--- src/rtl/refsched_pkg.sv ---
package refsched_pkg;
    typedef enum logic {
        MODE_RUN  = 1'b0,
        MODE_SELF = 1'b1
    } sr_mode_e;

    function automatic int max2(input int a, input int b);
        return (a > b) ? a : b;
    endfunction
endpackage

--- src/rtl/refsched_interval.sv ---
module refsched_interval #(
    parameter int NORM_CYC = 781,
    parameter int HOT_CYC  = 195
) (
    input  logic clk,
    input  logic rst_n,
    input  logic run,
    input  logic restart,
    input  logic fast,
    output logic tick
);
    localparam int CW = $clog2(refsched_pkg::max2(NORM_CYC, HOT_CYC));

    typedef struct packed {
        logic [CW-1:0] cnt;
    } ivl_t;

    ivl_t st_d, st_q;
    logic [CW-1:0] reload_val;

    always_comb begin
        reload_val = fast ? CW'(HOT_CYC - 1) : CW'(NORM_CYC - 1);
        st_d = st_q;
        if (restart) begin
            st_d.cnt = reload_val;
        end else if (run) begin
            st_d.cnt = (st_q.cnt == '0) ? reload_val : st_q.cnt - 1'b1;
        end
    end

    always_ff @(posedge clk) begin
        if (!rst_n) st_q <= '{cnt: CW'(NORM_CYC - 1)};
        else        st_q <= st_d;
    end

    assign tick = run && (st_q.cnt == '0);
endmodule

--- src/rtl/refsched_timer.sv ---
module refsched_timer #(
    parameter int BW = 4
) (
    input  logic          clk,
    input  logic          rst_n,
    input  logic          load,
    input  logic [BW-1:0] load_val,
    output logic          busy
);
    typedef struct packed {
        logic [BW-1:0] cnt;
    } tmr_t;

    tmr_t st_d, st_q;

    always_comb begin
        st_d = st_q;
        if (load)                st_d.cnt = load_val;
        else if (st_q.cnt != '0) st_d.cnt = st_q.cnt - 1'b1;
    end

    always_ff @(posedge clk) begin
        if (!rst_n) st_q <= '0;
        else        st_q <= st_d;
    end

    assign busy = (st_q.cnt != '0);
endmodule

--- src/rtl/refresh_sched.sv ---
module refresh_sched #(
    parameter int NORM_CYC = 781,
    parameter int HOT_CYC  = 195,
    parameter int DEBT_MAX = 8,
    parameter int TRC_CYC  = 6,
    parameter int TXSR_CYC = 8
) (
    input  logic                          clk,
    input  logic                          rst_n,
    input  logic                          hot_grade,
    input  logic                          banks_idle,
    input  logic                          ref_grant,
    input  logic                          sr_req,
    output logic                          ref_req,
    output logic                          ref_urgent,
    output logic                          busy,
    output logic                          sr_active,
    output logic [$clog2(DEBT_MAX+1)-1:0] debt
);
    import refsched_pkg::*;

    localparam int DEBT_W = $clog2(DEBT_MAX + 1);
    localparam int BW     = $clog2(max2(TRC_CYC, TXSR_CYC) + 1);

    typedef struct packed {
        sr_mode_e          mode;
        logic [DEBT_W-1:0] debt;
    } sched_t;

    sched_t st_d, st_q;
    logic tick, accept, enter, leave;
    logic [DEBT_W:0] sum;
    logic [BW-1:0]   busy_val;

    refsched_interval #(.NORM_CYC(NORM_CYC), .HOT_CYC(HOT_CYC)) ivl_i (
        .clk     (clk),
        .rst_n   (rst_n),
        .run     (st_q.mode == MODE_RUN),
        .restart (enter),
        .fast    (hot_grade),
        .tick    (tick)
    );

    refsched_timer #(.BW(BW)) tmr_i (
        .clk      (clk),
        .rst_n    (rst_n),
        .load     (accept || leave),
        .load_val (busy_val),
        .busy     (busy)
    );

    always_comb begin
        ref_req  = (st_q.mode == MODE_RUN) && !busy && (st_q.debt != '0);
        accept   = ref_grant && ref_req && banks_idle;
        enter    = (st_q.mode == MODE_RUN) && sr_req && banks_idle && !busy && !accept;
        leave    = (st_q.mode == MODE_SELF) && !sr_req;
        busy_val = leave ? BW'(TXSR_CYC) : BW'(TRC_CYC);

        sum = {1'b0, st_q.debt} + {{DEBT_W{1'b0}}, tick} - {{DEBT_W{1'b0}}, accept};

        st_d = st_q;
        if (sum > (DEBT_W+1)'(DEBT_MAX)) st_d.debt = DEBT_W'(DEBT_MAX);
        else                            st_d.debt = sum[DEBT_W-1:0];
        if (enter) begin
            st_d.mode = MODE_SELF;
            st_d.debt = '0;
        end else if (leave) begin
            st_d.mode = MODE_RUN;
        end
    end

    always_ff @(posedge clk) begin
        if (!rst_n) st_q <= '{mode: MODE_RUN, debt: '0};
        else        st_q <= st_d;
    end

    assign debt       = st_q.debt;
    assign ref_urgent = (st_q.debt == DEBT_W'(DEBT_MAX));
    assign sr_active  = (st_q.mode == MODE_SELF);
endmodule

--- config.mk ---
export PLATFORM = sky130hd
export DESIGN_NAME = refresh_sched
export DESIGN_NICKNAME = d
export VERILOG_FILES = /design/src/rtl/refsched_pkg.sv /design/src/rtl/refsched_interval.sv /design/src/rtl/refsched_timer.sv /design/src/rtl/refresh_sched.sv
export SDC_FILE = /design/constraint.sdc
export NUM_CORES = 1
export LEC_CHECK = 0
export ABC_CLOCK_PERIOD_IN_PS = 5300
export BUFFER_PORTS_ARGS = -buffer_cell sky130_fd_sc_hd__clkbuf_2
export CAP_MARGIN = 20
export CORE_AREA = 4 4 85 71
export CTS_CLUSTER_DIAMETER = 60
export DETAILED_ROUTE_END_ITERATION = 12
export DIE_AREA = 0 0 89 75
export HOLD_SLACK_MARGIN = 0.03
export PLACE_DENSITY_LB_ADDON = 0.05
export SLEW_MARGIN = 15
export SYNTH_ARGS = -nofsm -noshare
export SYNTH_HDL_FRONTEND = slang
export SYNTH_SLANG_ARGS = --single-unit
--- constraint.sdc ---
create_clock -name clk -period 5.3 [get_ports clk]
set_clock_uncertainty 0.15 [all_clocks]
set_input_delay 0.265 -clock clk [delete_from_list [all_inputs] [get_ports clk]]
set_output_delay 0.265 -clock clk [all_outputs]
set_load 0.02 [all_outputs]
* Word level (Yosys, flattened, before mapping)
Cells that the tools add are included.
** Word-level totals
- Logic and storage cells :: 45
- Output and inout port bits :: 8
- Bits of input ports :: 6
- Register bits after elaboration :: 19
** Operators by class
- Magnitude comparators :: 1
- Equality and inequality tests :: 2
- Mux-type cells :: 10
- $add $sub $neg :: 4
- Bitwise logic cells :: 2
- Reduce and logical (&&, ||, !) cells :: 21
** Operators with widths (count)
- 2-to-1 mux 10 bit :: 4
- 2-to-1 mux 4 bit :: 4
- logical AND 1 bit :: 10
- logical NOT 10 bit :: 1
- subtractor 10 x 1 -> 10 bit, second input constant :: 1
- nonzero test 4 bit :: 2
- adder 4 x 1 -> 5 bit :: 1
- greater-than comparator 5 x 4 -> 1 bit, second input constant :: 1
- subtractor 5 x 1 -> 5 bit :: 1
- equality test 4 bit, second input constant :: 1
- nonzero test 2 bit :: 2
- subtractor 4 x 1 -> 4 bit, second input constant :: 1
- logical NOT 1 bit :: 3
- OR reduction 3 bit :: 1
- 2-to-1 mux 1 bit :: 2
- inequality test 2 x 1 -> 1 bit, second input constant :: 1
- NOT 1 bit :: 2
- OR reduction 2 bit :: 1
- logical OR 1 bit :: 1

* Logic depth before layout (Yosys ltp)
Gate-level depths: netlist (run 1).
- Word-level depth :: 9
- Gate-level depth with buffers :: 15
- Depth with buffers taken out :: 15

* Modules after synthesis
Synthesis (run 1) repeated with hierarchy kept, for this count alone.
** Second synthesis, totals
- Cells, all modules :: 160
- Area, all modules :: 1393.8 sq um
** Modules (own cells, without submodules)
- refsched_interval :: sequential area each 200.2 sq um, cells each 82, area each 710.7 sq um, times used 1
- refresh_sched :: sequential area each 100.1 sq um, cells each 52, area each 451.7 sq um, times used 1
- refsched_timer :: sequential area each 80.1 sq um, cells each 26, area each 231.5 sq um, times used 1

* Least setup slack after synthesis (run 1)
Ideal clock, no wire load.
- Path kind :: register to register
- Start :: reg ivl_i.st_q[4] (netlist name)
- End :: reg st_q (netlist bit debt[2])
- Setup slack :: 1755 ps
- Cell stages (with the launch flop) :: 14
- Arrival time :: 3318 ps
- Buffers on the path :: 0
- Data required time :: 5072 ps
- Period minus slack after synthesis :: 3545 ps
- Setup time :: 78 ps
- Cell sequence :: dfxtp_1 nor4_1 nand3_1 or2_2 ha_1 inv_1 ha_1 inv_1 fa_1 nor2b_1 o21ai_0 o2bb2a_1 a31o_2 nor3_1
** Between the ends
- Longest elaborated chain between the ends :: 6
** RTL lines
- start: declaration :: RTL line refsched_interval.sv:18 : ivl_t st_d, st_q;
- start signal: assignment :: RTL line refsched_interval.sv:32 : if (!rst_n) st_q <= '{cnt: CW'(NORM_CYC - 1)};
- start signal: assignment :: RTL line refsched_interval.sv:33 : else st_q <= st_d;
- logical NOT 10 bit * :: RTL line refsched_interval.sv:36 : assign tick = run && (st_q.cnt == '0);
- logical AND 1 bit * :: RTL line refsched_interval.sv:36
- adder 4 x 1 -> 5 bit * :: RTL line refresh_sched.sv:59 : sum = {1'b0, st_q.debt} + {{DEBT_W{1'b0}}, tick} - {{DEBT_W{1'b0}}, accept};
- subtractor 5 x 1 -> 5 bit * :: RTL line refresh_sched.sv:59
- greater-than comparator 5 x 4 -> 1 bit :: RTL line refresh_sched.sv:62 : if (sum > (DEBT_W+1)'(DEBT_MAX)) st_d.debt = DEBT_W'(DEBT_MAX);
- OR reduction 3 bit (no line)
- end signal: assignment :: RTL line refresh_sched.sv:73 : if (!rst_n) st_q <= '{mode: MODE_RUN, debt: '0};
- end signal: assignment :: RTL line refresh_sched.sv:74 : else st_q <= st_d;
- end: declaration :: RTL line refresh_sched.sv:30 : sched_t st_d, st_q;
Mark *: on every way between the ends. The rest lies on a longest branch, timed or not.
A chain may end at the register's enable or synchronous reset.

* Final worst setup path (run 1)
Same ends and word-level chain as after synthesis.

==> metrics.md, run 1 <==
| Metric | Value |
|---|---|
| Status | finished, final reports clean |
| TritonCTS Sinks | 19 |
| Switching Share | 0.4237 |
| Core area | between 5000 and 6000 um2 |
| CTS tree | yes |
| Height of the die | roughly 75 um |
| Placer Congestion | 0.8184 |
| DRT Pass-1 Iters | 4 |
| Worst-Skew Late Latency | 0.26 ns |
| Clock buffer count from CTS | 3 |
| Antenna violations before repair | 0 |
| PwrDens | 453.6 nW/um2 |
| Switching pwr | approximately 0.27 mW |
| Layout cells sized above 1 | 0.1605 |
| Inserted Diodes | 0 |
| Top cell type's share of synthesized area | 0.3025 |
| Worst R2R Start | ivl_i.st_q[4] |
| Final count of hold timing violations | 0 |
| RSZ-0062 raised after global routing | no |
| Hpwl dp | between 2 and 2.5 mm |
| Fin Setup TNS | 0 ns |
| Fmax | 242.7 MHz |
| Reg-to-Reg End | debt[2] |
| Root Buffer | clkbuf_8 |
| WP data arrival | 4.15 ns |
| CTS resizes | 0 |
| Synthesized cell area | ~1300 um2 |
| Final setup fails | 0 |
| Vias | 1089 |
| Final ANT Viol Nets | 0 |
| # IOs | 14 |
| First DRT Iteration DRCs | 29 |
| Largest cells by area after synthesis | dfxtp_1 30%, ha_1 11%, nand2_1 5.1% |
| Synth Area in XOR/XNOR | 0.01393 |
| Reg-to-reg slack, setup | 1.18 ns |
| Syn nets | 167 |
| Post-CTS setup buffer count | 0 |
| Critical path type | reg -> reg |
| Clock-pin slew on the worst setup and hold paths | 0.08 ns |
| Lkg Pwr | 0.5425 nW |
| Synth Area per Inst | about 8.4 um2 |
| CP Capture Type | register |
| Ys flop type | dfxtp_1 |
| Die ar. | approximately 6700 um2 |
| Post-synthesis mux area share | 0.007960 |
| Final Cycle Share | 0.7775 |
| Num rows | 24 |
| Initial core utilization | 0.2393 |
| Clock tree buffer depth | 2 |
| Synthesized flop and latch total | 19 |
| Die X | 89 um |
| Top cell type by total area after synthesis | dfxtp_1 |
| Post-synth EDFFs | 0 |
| Sequential share of power | 0.358 |
| DR vias/cell | 4.797 |
| Worst Path Required | 5.33 ns |
| Yosys warns | 0 |
| Compound-cell area share of the yosys netlist | 0.2259 |
| Clock Power Share | 0.163 |
| Pin count of the biggest net entering global routing | 24 |
| Non-filler cells, final | 227 |
| Async set-reset flop share out of synthesis | 0 |
| Drt wl/cell | 13.25 um |
| Number of stages on the worst hold path | 3 |
| Area growth, synth to finish | 12.84% |
| Synth Instances | 149 |
| Hold EP | sr_active |
| Hold Path Class | in -> reg |
| Fin nets | 181 |
| Max-slew violation count | 0 |
| Hold_buf cts | 0 |
| Int Pwr | roughly 0.37 mW |
| Number of global-route vias before repair | approximately 1100 |
| Slew at the pin closest to its max-slew limit | 1.019 ns |
| Post-synthesis adder-cell area fraction | 0.1254 |
| WL final | around 3.0 mm |
| First-pass GRT wire length | 5.257 mm |
| Post-synth cell types | 50 |
| Synth Area in Simple Gates | 0.2557 |
| Logic pwr share | 0.479 |
| Maxcap violations | 0 |
| Post-synthesis sequential area ratio | 0.3025 |
| Total track usage | 0.1006 |
| Port buffer count | 13 |
| Grt ovf | 0 |
| Post-placement cell count | 223 |
| Largest family of logic cells by synthesized area | simple AND/OR/NAND/NOR gates |
| Crit path time final | 4.121 ns |
| H-tree depth | 1 |
| Worst Setup Start Kind | register |
| IR drop worst, VDD | 0.0001610 V |
| Reg2Reg Depth | 13 |
| Slew HR | 0.3142 |
| Max FO, Critical Path | 6 |
| Min-Delay Startpoint | sr_req |
| DRC | 0 |
==> Yosys cell counts, types with 2 or more instances <==
| library cell | count |
|---|---|
| or3_1 | 4 |
| buf_6 | 2 |
| a31oi_1 | 2 |
| nor3b_1 | 3 |
| nor3_1 | 6 |
| nand2_1 | 17 |
| nand2b_1 | 3 |
| a21oi_1 | 10 |
| nand3_1 | 3 |
| o32a_2 | 2 |
| inv_1 | 14 |
| nor2b_1 | 4 |
| dfxtp_1 | 19 |
| a41oi_1 | 2 |
| nor4_1 | 3 |
| nor2_1 | 10 |
| or3b_1 | 2 |
| ha_1 | 11 |
==> layout make-up <==
class | instances | area, um2
clock buffers | 4 | 45.04
fillers | 582 | 3836
multi-input cells | 111 | 790.8
repair buffers | 13 | 65.06
inverters | 15 | 56.30
well taps | 65 | 81.33
flip-flops and latches | 19 | 380.4
==> per-stage QoR <==
stage            util  cell area [um2]  hold slack, ns  worst slack [ns]  power (mW)
6_report       0.2700             1419          0.1248             1.179      0.6437
5_1_grt        0.2700             1419          0.1308            0.8050      0.7046
4_1_cts        0.2700             1419          0.1238             1.225      0.6497
3_5_place_dp   0.2614             1374          0.3308             1.242      0.5423
3_3_place_gp   0.2614             1374          0.3216             1.324      0.5460
2_1_floorplan       -             1257          0.2325             1.755      0.4848
==> cell families after synthesis <==
logic type,Yosys count
multiplexers,1
buffers and inverters,19
flip-flops,19
adder cells (fa/ha/maj),12
AO/OA/AOI/OAI,35
XOR/XNOR,2
AND/OR/NAND/NOR,61
==> cell usage in the layout, fill, tap and decap left out, drive strengths merged, types with 2 or more instances in the layout <==
cell     n
a21oi   11
or3      4
o32a     3
nor4     3
or3b     2
a31oi    3
nor2    10
clkbuf  17
nand2   17
a41oi    3
dfxtp   19
inv     14
nand2b   3
nor2b    4
nor3b    3
ha      11
nor3     6
nand3    3
==> flip-flops by register name, indices dropped and copies added (netlist names) <==
name / flops
ivl_i.st_q: 10
sr_active: 1
tmr_i.st_q: 4
debt: 4
==> how the worst max path moves through the flow <==
stage	start	endpoint	slack [ns]
6_report	ivl_i.st_q[4]	debt[2]	1.18
5_1_grt	ivl_i.st_q[4]	debt[2]	0.80
4_1_cts	ivl_i.st_q[4]	debt[2]	1.22
3_5_place_dp	ivl_i.st_q[4]	debt[2]	1.24
3_3_place_gp	ivl_i.st_q[4]	debt[2]	1.32
2_1_floorplan	ivl_i.st_q[4]	debt[2]	1.75
==> power groups by stage <==
stage	clock network (mW)	registers, mW	logic, mW
2_1_floorplan	0	0.223	0.262
3_3_place_gp	0	0.234	0.312
3_5_place_dp	0	0.234	0.309
4_1_cts	0.108	0.231	0.311
5_1_grt	0.113	0.239	0.352
6_report	0.105	0.231	0.308
==> routing by layer <==
layer	wire, um	vias to the layer above	global-route usage
li1	-	566	-
met1	1651	502	0.1424
met2	1199	15	0.1483
met3	104	6	0.01860
met4	53	0	0.04628
met5	0	-	0
==> critical path: stages (launching register included) <==
cell,delay (ns)
dfxtp_1,0.37
nor4_1,0.88
nand3_1,0.33
or2_2,0.37
ha_1,0.27
inv_1,0.06
ha_1,0.15
inv_1,0.05
fa_1,0.38
nor2b_1,0.21
o21ai_0,0.10
o2bb2a_1,0.31
a31o_2,0.27
nor3_1,0.15
No activity file was read; power rests on OpenSTA's default activity.
==> run 2: changes to the inputs <==
ABC_CLOCK_PERIOD_IN_PS = 4300   (was 5300)
clock period = 4.3 ns   (was 5.3 ns; I/O delays follow)
==> run 2 against run 1 <==
Total power increased by 26%; clock power rose by 25%; register-to-register slack worse by 0.75 ns; flip-flop and latch count unchanged; largest power group unchanged; critical endpoint unchanged.
==> metrics.md, run 2 (synthesis gave the netlist of run 1 again) <==
| Metric | Value |
|---|---|
| Root Buffer | clkbuf_8 |
| Total track usage | 0.1043 (+0.003766) |
| Clock Power Share | 0.162 (about the same) |
| Status | finished, final reports clean |
| Worst Path Required | 4.33 ns (-1.00 ns) |
| WL final | 3.182 mm (+5.8%) |
| Switching Share | 0.4276 (+0.003884) |
| Crit path time final | 3.867 ns (-0.2541 ns) |
| Port buffer count | 13 (unchanged) |
| TritonCTS Sinks | 19 (unchanged) |
| Maxcap violations | 0 (unchanged) |
| # IOs | 14 (unchanged) |
| Fin Setup TNS | 0 ns (unchanged) |
| Slowest CP cell | nor4_1 |
| Worst Setup Start Kind | register |
| Grt ovf | 0 (unchanged) |
| Clock tree buffer depth | 2 (unchanged) |
| DR vias/cell | 4.782 (-0.33%) |
| Vias | 1095 (+0.55%) |
| IR drop worst, VDD | 0.0001926 V (+20%) |
| Sequential share of power | 0.341 (-0.017) |
| DRT Pass-1 Iters | 4 (unchanged) |
| Clock-pin slew on the worst setup and hold paths | 0.08 ns (about the same) |
| Height of the die | 75 um (unchanged) |
| Hold Path Class | in -> reg |
| CP Capture Type | register |
| Core area | 5255 um2 (unchanged) |
| Placer Congestion | 0.7988 (-2.4%) |
| Clock buffer count from CTS | 3 (unchanged) |
| Num rows | 24 (unchanged) |
| Hold_buf cts | 0 (unchanged) |
| Post-placement cell count | 225 (+0.90%) |
| Inserted Diodes | 0 (unchanged) |
| Buf+Inv Stages, Crit Path | 3 (+1) |
| Final Cycle Share | 0.8993 (+0.1217) |
| WP data arrival | 3.89 ns (-0.26 ns) |
| Fmax | 258.6 MHz (+6.6%) |
| Register Area | 380.4 um2 (unchanged) |
| H-tree depth | 1 (unchanged) |
| Die X | 89 um (unchanged) |
| Area growth, synth to finish | 14.13% |
| Final count of hold timing violations | 0 (unchanged) |
| Fin nets | 183 (+1.1%) |
| Placed Area | 1389 um2 (+1.1%) |
| Final ANT Viol Nets | 0 (unchanged) |
| Critical path type | reg -> reg |
| Initial core utilization | 0.2393 (unchanged) |
| Layout cells sized above 1 | 0.1768 (+0.01634) |
| Lkg Pwr | 0.5549 nW (+2.3%) |
| Hpwl dp | 2.349 mm (+4.9%) |
| Worst-Skew Late Latency | 0.26 ns (about the same) |
| Post-layout instance area | 1435 um2 (+1.1%) |
| Final setup fails | 0 (unchanged) |
| Leading cell type in the layout, fill and taps excluded | dfxtp_1 |
| DRC | 0 (unchanged) |
| Area of the multi-input gates | 790.8 um2 (unchanged) |
| RSZ-0062 raised after global routing | no |
| Die ar. | 6675 um2 (unchanged) |
| First-pass GRT wire length | 5.313 mm (+1.1%) |
| Pin count of the biggest net entering global routing | 23 (-4.2%) |
| PwrDens | 564.5 nW/um2 (+24%) |
| Number of global-route vias before repair | 1047 (-4.6%) |
| CP Cell Sequence | inv_1 -> ha_1 -> or3b_1 -> nor4_1 -> ha_1 -> inv_1 -> ha_1 -> inv_1 -> fa_1 -> nor2b_1 -> o21ai_0 -> o2bb2a_1 -> a31o_2 -> nor3_1 |
| CTS tree | yes |
| Slew at the pin closest to its max-slew limit | 0.7419 ns (-0.2775 ns) |
| Post-CTS setup buffer count | 0 (unchanged) |
| Int Pwr | 0.4637 mW (+25%) |
| First DRT Iteration DRCs | 50 (+72%) |
| Fin util | 0.2731 (+0.003095) |
| Slew HR | 0.5009 (+0.1867) |
| Non-filler cells, final | 229 (+0.88%) |
| Antenna violations before repair | 0 (unchanged) |
| Max FO, Critical Path | 8 (+2) |
| Crit-path max cell delay | 0.52 ns (-0.36 ns) |
| Drt wl/cell | 13.90 um (+4.9%) |
| CTS resizes | 0 (unchanged) |
| Largest register FFs | 10 (unchanged) |
| Switching pwr | 0.3464 mW (+27%) |
| Register bank with the most flops | ivl_i.st_q |
| Largest delay contributor family on the critical path | simple AND/OR/NAND/NOR gates |
| Logic pwr share | 0.497 (+0.018) |
| Most frequent cells in the layout | 19 x dfxtp_1, 17 x nand2_1, 14 x inv_1 |
| Fillers | 574 (-1.4%) |
| Max-slew violation count | 0 (unchanged) |
## run 2: cell count changes in the layout (fill, tap and decap cells not counted)
| cell | previous run | this run |
|---|---|---|
| buf_4 | 0 | 2 |
| clkinv_2 | 0 | 1 |
| clkbuf_1 | 1 | 0 |
## run 2: worst register-to-register path: stages, from the launching register on
cell and delay [ns]:
dfxtp_1 0.34, inv_1 0.09, ha_1 0.18, or3b_1 0.50, nor4_1 0.52, ha_1 0.33, inv_1 0.06, ha_1 0.15
inv_1 0.05, fa_1 0.37, nor2b_1 0.21, o21ai_0 0.09, o2bb2a_1 0.30, a31o_2 0.27, nor3_1 0.18
## run 2: worst paths after layout
kind                                    start  slack (ns)             to  cells past startpoint
worst max register to register  tmr_i.st_q[0]        0.43        debt[2]                     14
worst max-delay path            tmr_i.st_q[0]        0.43        debt[2]                     14
worst min-delay path                   sr_req        0.08      sr_active                      3
worst min register to register  ivl_i.st_q[5]        0.35  ivl_i.st_q[5]                      2
## run 2: through the flow
step	power (mW)	hold WS (ns)	setup WS, ns
after floorplan	0.5976	0.1825	0.7547
final	0.8101	0.08088	0.4332
after detailed placement	0.6838	0.3340	0.4383
after CTS	0.8192	0.07016	0.3808
after global routing	0.8839	0.07205	0.1300
after global placement	0.6810	0.3297	0.6191
## run 2: cell type report
| cell class | instances | area share |
|---|---|---|
| Clock buffer | 3 | 0.02877 |
| Clock inverter | 1 | 0.003487 |
| Inverter | 15 | 0.03923 |
| Multi-Input combinational cell | 111 | 0.5510 |
| Sequential cell | 19 | 0.2650 |
| Tap cell | 65 | 0.05667 |
| Timing Repair Buffer | 15 | 0.05580 |
## run 2: per-layer routing
layer	global-route usage	vias to the layer above	wire length, um
li1	-	566	-
met1	0.1459	511	1660
met2	0.1606	16	1365
met3	0.03173	2	129
met4	0.01983	0	27
met5	0	-	0
## run 2: power by group through the flow
| stage | combinational, mW | clock (mW) | sequential, mW |
|---|---|---|---|
| after floorplan | 0.323 | 0 | 0.274 |
| after global placement | 0.401 | 0 | 0.280 |
| after detailed placement | 0.403 | 0 | 0.280 |
| after CTS | 0.407 | 0.136 | 0.276 |
| after global routing | 0.456 | 0.143 | 0.285 |
| final | 0.402 | 0.131 | 0.277 |
